<file path="config.mk">
export PLATFORM = sky130hd
export DESIGN_NAME = mcell_cell
export DESIGN_NICKNAME = d
export VERILOG_FILES = /design/src/rtl/mcell_pkg.sv /design/src/rtl/mcell_clk_pick.sv /design/src/rtl/mcell_store.sv /design/src/rtl/mcell_oe.sv /design/src/rtl/mcell_cell.sv
export SDC_FILE = /design/constraint.sdc
export NUM_CORES = 1
export LEC_CHECK = 0
export ABC_AREA = 1
export CELL_PAD_IN_SITES_DETAIL_PLACEMENT = 0
export CELL_PAD_IN_SITES_GLOBAL_PLACEMENT = 2
export CORE_ASPECT_RATIO = 1.2
export CORE_MARGIN = 8
export CORE_UTILIZATION = 27
export CTS_CLUSTER_SIZE = 12
export DETAILED_ROUTE_END_ITERATION = 10
export HOLD_SLACK_MARGIN = 0.12
export PLACE_DENSITY = 0.89
export SLEW_MARGIN = 25
export SYNTH_ARGS = -nofsm -noshare
export SYNTH_HDL_FRONTEND = slang
export SYNTH_SLANG_ARGS = --single-unit
</file>
<file path="constraint.sdc">
create_clock -name clk -period 2.9 [get_ports clk]
set_input_delay 0.435 -clock clk [delete_from_list [all_inputs] [get_ports clk]]
set_output_delay 0.435 -clock clk [all_outputs]
set_load 0.01 [all_outputs]
</file>
<file path="src/rtl/mcell_pkg.sv">
package mcell_pkg;
  localparam int GCLK_N  = 4;
  localparam int CTCLK_N = 2;
  localparam int SRC_N   = GCLK_N + CTCLK_N;
  localparam int SEL_W   = $clog2(SRC_N);
  localparam int CT_N    = 6;
  localparam int OE_SRC  = 4;
  localparam int OE_BASE = 2;
  localparam int OE_W    = 3;

  typedef enum logic [1:0] {
    MODE_COMB  = 2'd0,
    MODE_DFF   = 2'd1,
    MODE_TFF   = 2'd2,
    MODE_COMB2 = 2'd3
  } cell_mode_e;

  typedef struct packed {
    cell_mode_e         mode;
    logic [SEL_W-1:0]   clk_sel;
    logic               clk_fall;
    logic               init_en;
    logic [OE_W-1:0]    oe_sel;
    logic               gts_en;
  } cell_cfg_t;

  localparam int CFG_W = $bits(cell_cfg_t);
endpackage

</file>
<file path="src/rtl/mcell_clk_pick.sv">
module mcell_clk_pick
  import mcell_pkg::*;
(
  input  logic                clk,
  input  logic                rst_n,
  input  logic [GCLK_N-1:0]   gclk_i,
  input  logic [CTCLK_N-1:0]  ctclk_i,
  input  logic [SEL_W-1:0]    sel_i,
  input  logic                fall_i,
  output logic                fire_o
);
  logic [SRC_N-1:0] src_now;
  logic [SRC_N-1:0] src_prev;
  logic [SRC_N-1:0] edge_v;

  assign src_now = {ctclk_i, gclk_i};

  always_ff @(posedge clk or negedge rst_n) begin
    if (!rst_n) src_prev <= '0;
    else        src_prev <= src_now;
  end

  for (genvar i = 0; i < SRC_N; i++) begin : g_edge
    if (i < GCLK_N) begin : g_glob
      assign edge_v[i] = fall_i ? (~src_now[i] & src_prev[i])
                                : (src_now[i] & ~src_prev[i]);
    end else begin : g_ct
      assign edge_v[i] = src_now[i] & ~src_prev[i];
    end
  end

  always_comb begin
    fire_o = 1'b0;
    for (int i = 0; i < SRC_N; i++) begin
      if (sel_i == SEL_W'(i)) fire_o = edge_v[i];
    end
  end


  no_ghost_clock_chk: assert property (@(posedge clk) disable iff (!rst_n)
    fire_o |-> (32'(sel_i) < SRC_N));
endmodule

</file>
<file path="src/rtl/mcell_store.sv">
module mcell_store
  import mcell_pkg::*;
(
  input  logic        clk,
  input  logic        rst_n,
  input  cell_mode_e  mode_i,
  input  logic        init_en_i,
  input  logic        clr_i,
  input  logic        set_i,
  input  logic        fire_i,
  input  logic        sop_i,
  output logic        q_o
);
  logic q_r;
  logic init_clr;
  logic init_set;
  logic reg_mode;

  assign init_clr = init_en_i & clr_i;
  assign init_set = init_en_i & set_i & ~clr_i;
  assign reg_mode = (mode_i == MODE_DFF) || (mode_i == MODE_TFF);

  always_ff @(posedge clk or negedge rst_n) begin
    if (!rst_n) begin
      q_r <= 1'b0;
    end else if (init_clr) begin
      q_r <= 1'b0;
    end else if (init_set) begin
      q_r <= 1'b1;
    end else if (fire_i) begin
      unique case (mode_i)
        MODE_DFF: q_r <= sop_i;
        MODE_TFF: q_r <= q_r ^ sop_i;
        default:  q_r <= q_r;
      endcase
    end
  end

  assign q_o = init_clr ? 1'b0 : (init_set ? 1'b1 : q_r);


  zero_after_reset_chk: assert property (@(posedge clk) disable iff (!rst_n)
    $rose(rst_n) |-> (q_r == 1'b0));

  clear_wins_chk: assert property (@(posedge clk) disable iff (!rst_n)
    (init_en_i && clr_i) |=> (q_r == 1'b0));

  set_loads_one_chk: assert property (@(posedge clk) disable iff (!rst_n)
    (init_en_i && set_i && !clr_i) |=> (q_r == 1'b1));

  d_capture_chk: assert property (@(posedge clk) disable iff (!rst_n)
    (fire_i && mode_i == MODE_DFF && !init_en_i) |=> (q_r == $past(sop_i)));

  t_toggle_chk: assert property (@(posedge clk) disable iff (!rst_n)
    (fire_i && mode_i == MODE_TFF && !init_en_i) |=> (q_r == ($past(q_r) ^ $past(sop_i))));

  hold_no_edge_chk: assert property (@(posedge clk) disable iff (!rst_n)
    (!(fire_i && reg_mode) && !(init_en_i && (clr_i || set_i))) |=> $stable(q_r));
endmodule

</file>
<file path="src/rtl/mcell_oe.sv">
module mcell_oe
  import mcell_pkg::*;
(
  input  logic              clk,
  input  logic              rst_n,
  input  logic [CT_N-1:0]   ct_i,
  input  logic [OE_W-1:0]   oe_sel_i,
  input  logic              gts_en_i,
  input  logic              gts_n_i,
  output logic              oe_o
);
  logic oe_pick;

  always_comb begin
    oe_pick = 1'b0;
    for (int i = 0; i < OE_SRC; i++) begin
      if (oe_sel_i == OE_W'(i)) oe_pick = ct_i[OE_BASE + i];
    end
    if (oe_sel_i == OE_W'(OE_SRC)) oe_pick = 1'b1;
  end

  assign oe_o = oe_pick & ~(gts_en_i & ~gts_n_i);


  gts_forces_off_chk: assert property (@(posedge clk) disable iff (!rst_n)
    (gts_en_i && !gts_n_i) |-> !oe_o);

  never_setting_chk: assert property (@(posedge clk) disable iff (!rst_n)
    (32'(oe_sel_i) > OE_SRC) |-> !oe_o);
endmodule

</file>
<file path="src/rtl/mcell_cell.sv">
module mcell_cell
  import mcell_pkg::*;
(
  input  logic              clk,
  input  logic              rst_n,
  input  logic [CFG_W-1:0]  cfg_i,
  input  logic [GCLK_N-1:0] gclk_i,
  input  logic [CT_N-1:0]   ct_i,
  input  logic              sop_i,
  input  logic              gts_n_i,
  input  logic              pad_in_i,
  output logic              pad_o,
  output logic              pad_oe_o,
  output logic              mc_fb_o,
  output logic              pin_fb_o
);
  cell_cfg_t cfg_q;
  logic      fire;
  logic      q_val;
  logic      comb_mode;

  always_ff @(posedge clk) begin
    if (!rst_n) cfg_q <= cell_cfg_t'(cfg_i);
  end

  mcell_clk_pick u_clk (
    .clk     (clk),
    .rst_n   (rst_n),
    .gclk_i  (gclk_i),
    .ctclk_i (ct_i[3:2]),
    .sel_i   (cfg_q.clk_sel),
    .fall_i  (cfg_q.clk_fall),
    .fire_o  (fire)
  );

  mcell_store u_store (
    .clk       (clk),
    .rst_n     (rst_n),
    .mode_i    (cfg_q.mode),
    .init_en_i (cfg_q.init_en),
    .clr_i     (ct_i[0]),
    .set_i     (ct_i[1]),
    .fire_i    (fire),
    .sop_i     (sop_i),
    .q_o       (q_val)
  );

  mcell_oe u_oe (
    .clk      (clk),
    .rst_n    (rst_n),
    .ct_i     (ct_i),
    .oe_sel_i (cfg_q.oe_sel),
    .gts_en_i (cfg_q.gts_en),
    .gts_n_i  (gts_n_i),
    .oe_o     (pad_oe_o)
  );

  assign comb_mode = (cfg_q.mode == MODE_COMB) || (cfg_q.mode == MODE_COMB2);
  assign mc_fb_o   = comb_mode ? sop_i : q_val;
  assign pad_o     = mc_fb_o;
  assign pin_fb_o  = pad_oe_o ? pad_o : pad_in_i;


  cfg_frozen_chk: assert property (@(posedge clk) disable iff (!rst_n)
    $past(rst_n) |-> $stable(cfg_q));
endmodule

</file>
Word-level counts from Yosys, hierarchy flattened
Index checks and enable logic that the tools add are counted.
{"block": "totals", "word_cells": 79, "input_bits": 26, "ff_bits": 18, "out_inout_bits": 4}
{"block": "op_classes", "bitwise_logic": 29, "n_mux": 23, "eq_ne": 12, "n_reduce_logical": 7}
{"cell": "$mux W1", "count": 22}
{"cell": "$and A1 B1 Y1", "count": 15}
{"cell": "$not A1 Y1", "count": 13}
{"cell": "$eq A3 B2 Y1 const B", "count": 4}
{"cell": "$eq A3 B3 Y1 const B", "count": 3}
{"cell": "$eq A3 B1 Y1 const B", "count": 2}
{"cell": "$logic_not A3 Y1", "count": 2}
{"cell": "$eq A2 B2 Y1 const B", "count": 2}
{"cell": "$reduce_bool A4 Y1", "count": 1}
{"cell": "$reduce_bool A3 Y1", "count": 1}
{"cell": "$eq A2 B1 Y1 const B", "count": 1}
{"cell": "$logic_not A2 Y1", "count": 1}
{"cell": "$pmux W1 S2", "count": 1}
{"cell": "$reduce_and A2 Y1", "count": 1}
{"cell": "$logic_or A1 B1 Y1", "count": 1}
{"cell": "$xor A1 B1 Y1", "count": 1}

Logic depth before layout (Yosys ltp)
{"block": "depth", "ltp_word": 12, "mapped_depth": 10, "mapped_depth_nobuf": 10}

Hierarchy
A second synthesis with hierarchy kept.
{"block": "hier_totals", "cells_unflattened": 105, "area_unflattened_um2": 909.6}
{"module": "mcell_cell", "n_inst": 1, "cells_per_inst": 27, "seq_area_each_um2": 330.3, "area_each_um2": 407.9}
{"module": "mcell_clk_pick", "n_inst": 1, "cells_per_inst": 43, "seq_area_each_um2": 150.1, "area_each_um2": 315.3}
{"module": "mcell_store", "n_inst": 1, "cells_per_inst": 19, "seq_area_each_um2": 25.0, "area_each_um2": 116.4}
{"module": "mcell_oe", "n_inst": 1, "cells_per_inst": 16, "seq_area_each_um2": 0.0, "area_each_um2": 70.1}

Least setup slack after synthesis
OpenSTA, ideal clock, no wires.
{"block": "synth_path", "path_type": "reg-to-output", "startpoint": "register cfg_q[10] (netlist bit)", "endpoint": "output pin_fb_o", "path_stages_with_launch": 7, "slack_ns": 1.344, "t_arrival_ns": 1.121, "t_required_ns": 2.465, "path_buffers": 0, "cell_sequence": "edfxtp_1 ha_1 inv_1 nand3_1 nand2_1 nand2_1 o21ai_1"}
{"block": "synth_between", "elab_chain_cells": 4, "elab_cells_between_ends": 5, "cone_classes": "eq/ne: 1; mux: 2; reduce/logical: 2"}
{"item": "start, declared", "line_no": "mcell_cell.sv:17", "source": "cell_cfg_t cfg_q;"}
{"item": "start signal, assigned", "line_no": "mcell_cell.sv:23", "source": "if (!rst_n) cfg_q <= cell_cfg_t'(cfg_i);"}
{"item": "$eq A2 B2 Y1 or $logic_not A2 Y1 (tied branches)", "line_no": "mcell_cell.sv:58", "source": "assign comb_mode = (cfg_q.mode == MODE_COMB) || (cfg_q.mode == MODE_COMB2);"}
{"item": "$logic_or A1 B1 Y1 *", "line_no": "mcell_cell.sv:58"}
{"item": "$mux W1 *", "line_no": "mcell_cell.sv:59", "source": "assign mc_fb_o = comb_mode ? sop_i : q_val;"}
{"item": "named net mc_fb_o", "line_no": "mcell_cell.sv:14", "source": "output logic mc_fb_o,"}
{"item": "$mux W1 *", "line_no": "mcell_cell.sv:61", "source": "assign pin_fb_o = pad_oe_o ? pad_o : pad_in_i;"}
{"item": "end, declared", "line_no": "mcell_cell.sv:15", "source": "output logic pin_fb_o"}
Mark *: on every way through the listed nets, which the timed path passes. The rest lies on a longest branch.

Worst setup path in the final report
{"block": "layout_path", "startpoint": "input ct_i[3]", "endpoint": "output pin_fb_o"}
{"block": "layout_between", "elab_chain_cells": 6}
{"item": "start, declared", "line_no": "mcell_cell.sv:8", "source": "input logic [CT_N-1:0] ct_i,"}
{"item": "$mux W1 (3 in series)", "line_no": "mcell_oe.sv:17", "source": "if (oe_sel_i == OE_W'(i)) oe_pick = ct_i[OE_BASE + i];"}
{"item": "$mux W1", "line_no": "mcell_oe.sv:19", "source": "if (oe_sel_i == OE_W'(OE_SRC)) oe_pick = 1'b1;"}
{"item": "$and A1 B1 Y1", "line_no": "mcell_oe.sv:22", "source": "assign oe_o = oe_pick & ~(gts_en_i & ~gts_n_i);"}
{"item": "$mux W1", "line_no": "mcell_cell.sv:61"}
No other way between the ends.

==> qor.yml <==
ir_drop_uv: 265.2
dr.pass1.iters: 4
syn_inst: 86
powerDensity_mw_per_mm2: 456.2
dp_hpwl_um: 1451
clock_skew_ns: 0.001714
fin_util_pct: 39.63
rows: 22
clkSlewWorstSetupHoldPaths_ns: 0.10
rsz0062_at_grt: "false"
status: "finished clean"
ys_ff_latch: 18
grt_pass1_wl_um: 3063
required_ns: 2.47
criticalPathCategory: "input pin to output port"
reg2reg_setup_slack_ns: 1.65
grt_pass1_vias: 746
place.gp.congestion: 0.7091
fillers: 312
ios: 30
clkLatencyLatePin_ns: 0.28
synth_warnings: 0
grt_usage_pct: 7.248
cts_buffer_depth: 2
final_cell_area_mm2: 0.001200
ys_top_cells_by_area: "edfxtp_1 (39%), dfrtp_1 (21%), nand2_1 (6.7%), inv_1 (5.8%), nand3_1 (3.6%)"
dieArea_mm2: 0.005187
tightest_slew_ns: 0.4003
switching_share_pct: 24.55
cts_tree: "done"
cts.sink_count: 18
fmax_ghz: 0.3928
area_growth_syn_to_layout_pct: 41.86
finalSetupTns_ns: 0
seqPwrFrac_pct: 56.0
p_clk_share_pct: 23.0
finalPower_mw: 0.5474
maxCapViolations: 0
synth_top_area_cell: "edfxtp_1"
hold_violations: 0
cts-root-buf: "clkbuf_4"
multi_input_area_um2: 276.5
synth_cell_types: 19
drc: 0
antenna_found_initial: 0
grt-ovfl-total: 0
antennaDiodeCount: 0
grt_max_degree: 12
period_share_pct: 87.78
p_switching_mw: 0.1344
drive_above_1_share_pct: 8.475
first_iter_violations: 12
initial_core_util_pct: 27.93
fin_cells: 154
hp-class: "input pin to asynchronous set/reset pin"
ant_nets: 0
cts_max_level: 1
netlist.area_leader.share_pct: 39.05
syn-num-nets: 113
rr_endpoint: "u_store.q_r"
crit_path_start_kind: "input pin"
post_dp_cell_area_mm2: 0.001174
final_common_cell: "clkdlybuf4s50_1"
numCtsBuffers: 3
syn_area_um2: 845.8
placedCellCount: 150
final_nets: 146
die_h_um: 77.31
wl_per_cell_um: 11.15
static-leakage-power_nw: 0.5048
slew_viol_final: 0
fin_crit_ns: 2.546
cp_max_fo: 3
crit_path_end_kind: "output port"
cts_resized: 0
postCtsHoldBufs: 0
synth-seq-area-share_pct: 59.76
arrival_ns: 2.11
postCtsSetupRepairBufs: 0
reg2reg_from: "cfg_q[5]"
layout_common_cells: "clkdlybuf4s50_1 (29), nand2_1 (15), inv_1 (13), edfxtp_1 (11)"
core-area_mm2: 0.003028
power_frac_comb_pct: 21.0
intPower_mw: 0.4131
finalSetupViolations: 0
slew_headroom_pct: 73.28
wl_um: 1717
regArea_um2: 505.5
reg2reg_depth: 8
io_buffers: 29
num_vias: 670
die_x_um: 67.10
routed_via_density: 4.351
avgSynthCellArea_um2: 9.835
power groups by stage:
| stage | sequential [mW] | combinational [mW] | clock, mW |
|---|---|---|---|
| floorplan | 0.309 | 0.0551 | 0 |
| global placement | 0.311 | 0.115 | 0 |
| detailed placement | 0.313 | 0.117 | 0 |
| CTS | 0.307 | 0.117 | 0.133 |
| global route | 0.310 | 0.129 | 0.138 |
| finish | 0.307 | 0.115 | 0.126 |
cell usage after synthesis, drive strengths merged:
cell    count
inv        15
nand2      15
edfxtp     11
nand3       8
nor2        8
dfrtp       7
a21oi       5
nor3        5
nand3b      4
o21ai       4
buf         1
ha          1
nand4       1
o22a        1
stage by stage:
stage               worst slack, ns  hold WS [ns]
floorplan                     1.344        0.1394
global placement             0.3739        0.5372
detailed placement           0.3565        0.5484
CTS                          0.3539        0.4321
global route                 0.1480        0.4541
finish                       0.3542        0.4179
cell families after synthesis:
group                      count (synthesis)  share of synthesized area, %
and+or+nand+nor                           41                         24.41
DFF                                       18                         59.76
AOI/OAI and AO/OA                         10                         6.805
adders and majority gates                  1                         1.479
buffers and inverters                     16                         7.545
layer usage:
metal  global-route usage (%)  wire [µm]
met3                    2.616        119
met1                    8.610        724
met2                    11.60        861
met4                    2.516         12
met5                        0          0
registers in the layout (all words and copies together) (netlist names):
| name | flops |
|---|---|
| u_clk.src_prev | 6 |
| cfg_q | 11 |
| u_store.q_r | 1 |
how the worst max path moves through the flow:
| stage | start | end | slack (ns) | cells past startpoint |
|---|---|---|---|---|
| 2_1_floorplan | cfg_q[10] | pin_fb_o | 1.34 | 6 |
| 3_3_place_gp | ct_i[3] | pin_fb_o | 0.37 | 9 |
| 3_5_place_dp | ct_i[3] | pin_fb_o | 0.36 | 9 |
| 4_1_cts | ct_i[3] | pin_fb_o | 0.35 | 9 |
| 5_1_grt | ct_i[3] | pin_fb_o | 0.15 | 9 |
| 6_report | ct_i[3] | pin_fb_o | 0.35 | 9 |
critical path: stages:
cell and delay (ns):
clkdlybuf4s50_1 0.50, nor2_1 0.05, nor2_1 0.08, o21ai_1 0.08, a21oi_1 0.13, o22a_1 0.18, nand2_1 0.06, o21ai_1 0.06
clkdlybuf4s50_1 0.55
area by class of cell:
class	count	share of cell area [%]
Sequential cell	18	42.13
Timing Repair Buffer	29	24.19
Tap cell	36	3.754
Inverter	15	4.692
Multi-Input combinational cell	52	23.04
Clock buffer	4	2.190
(Power assumes the default switching activity.)
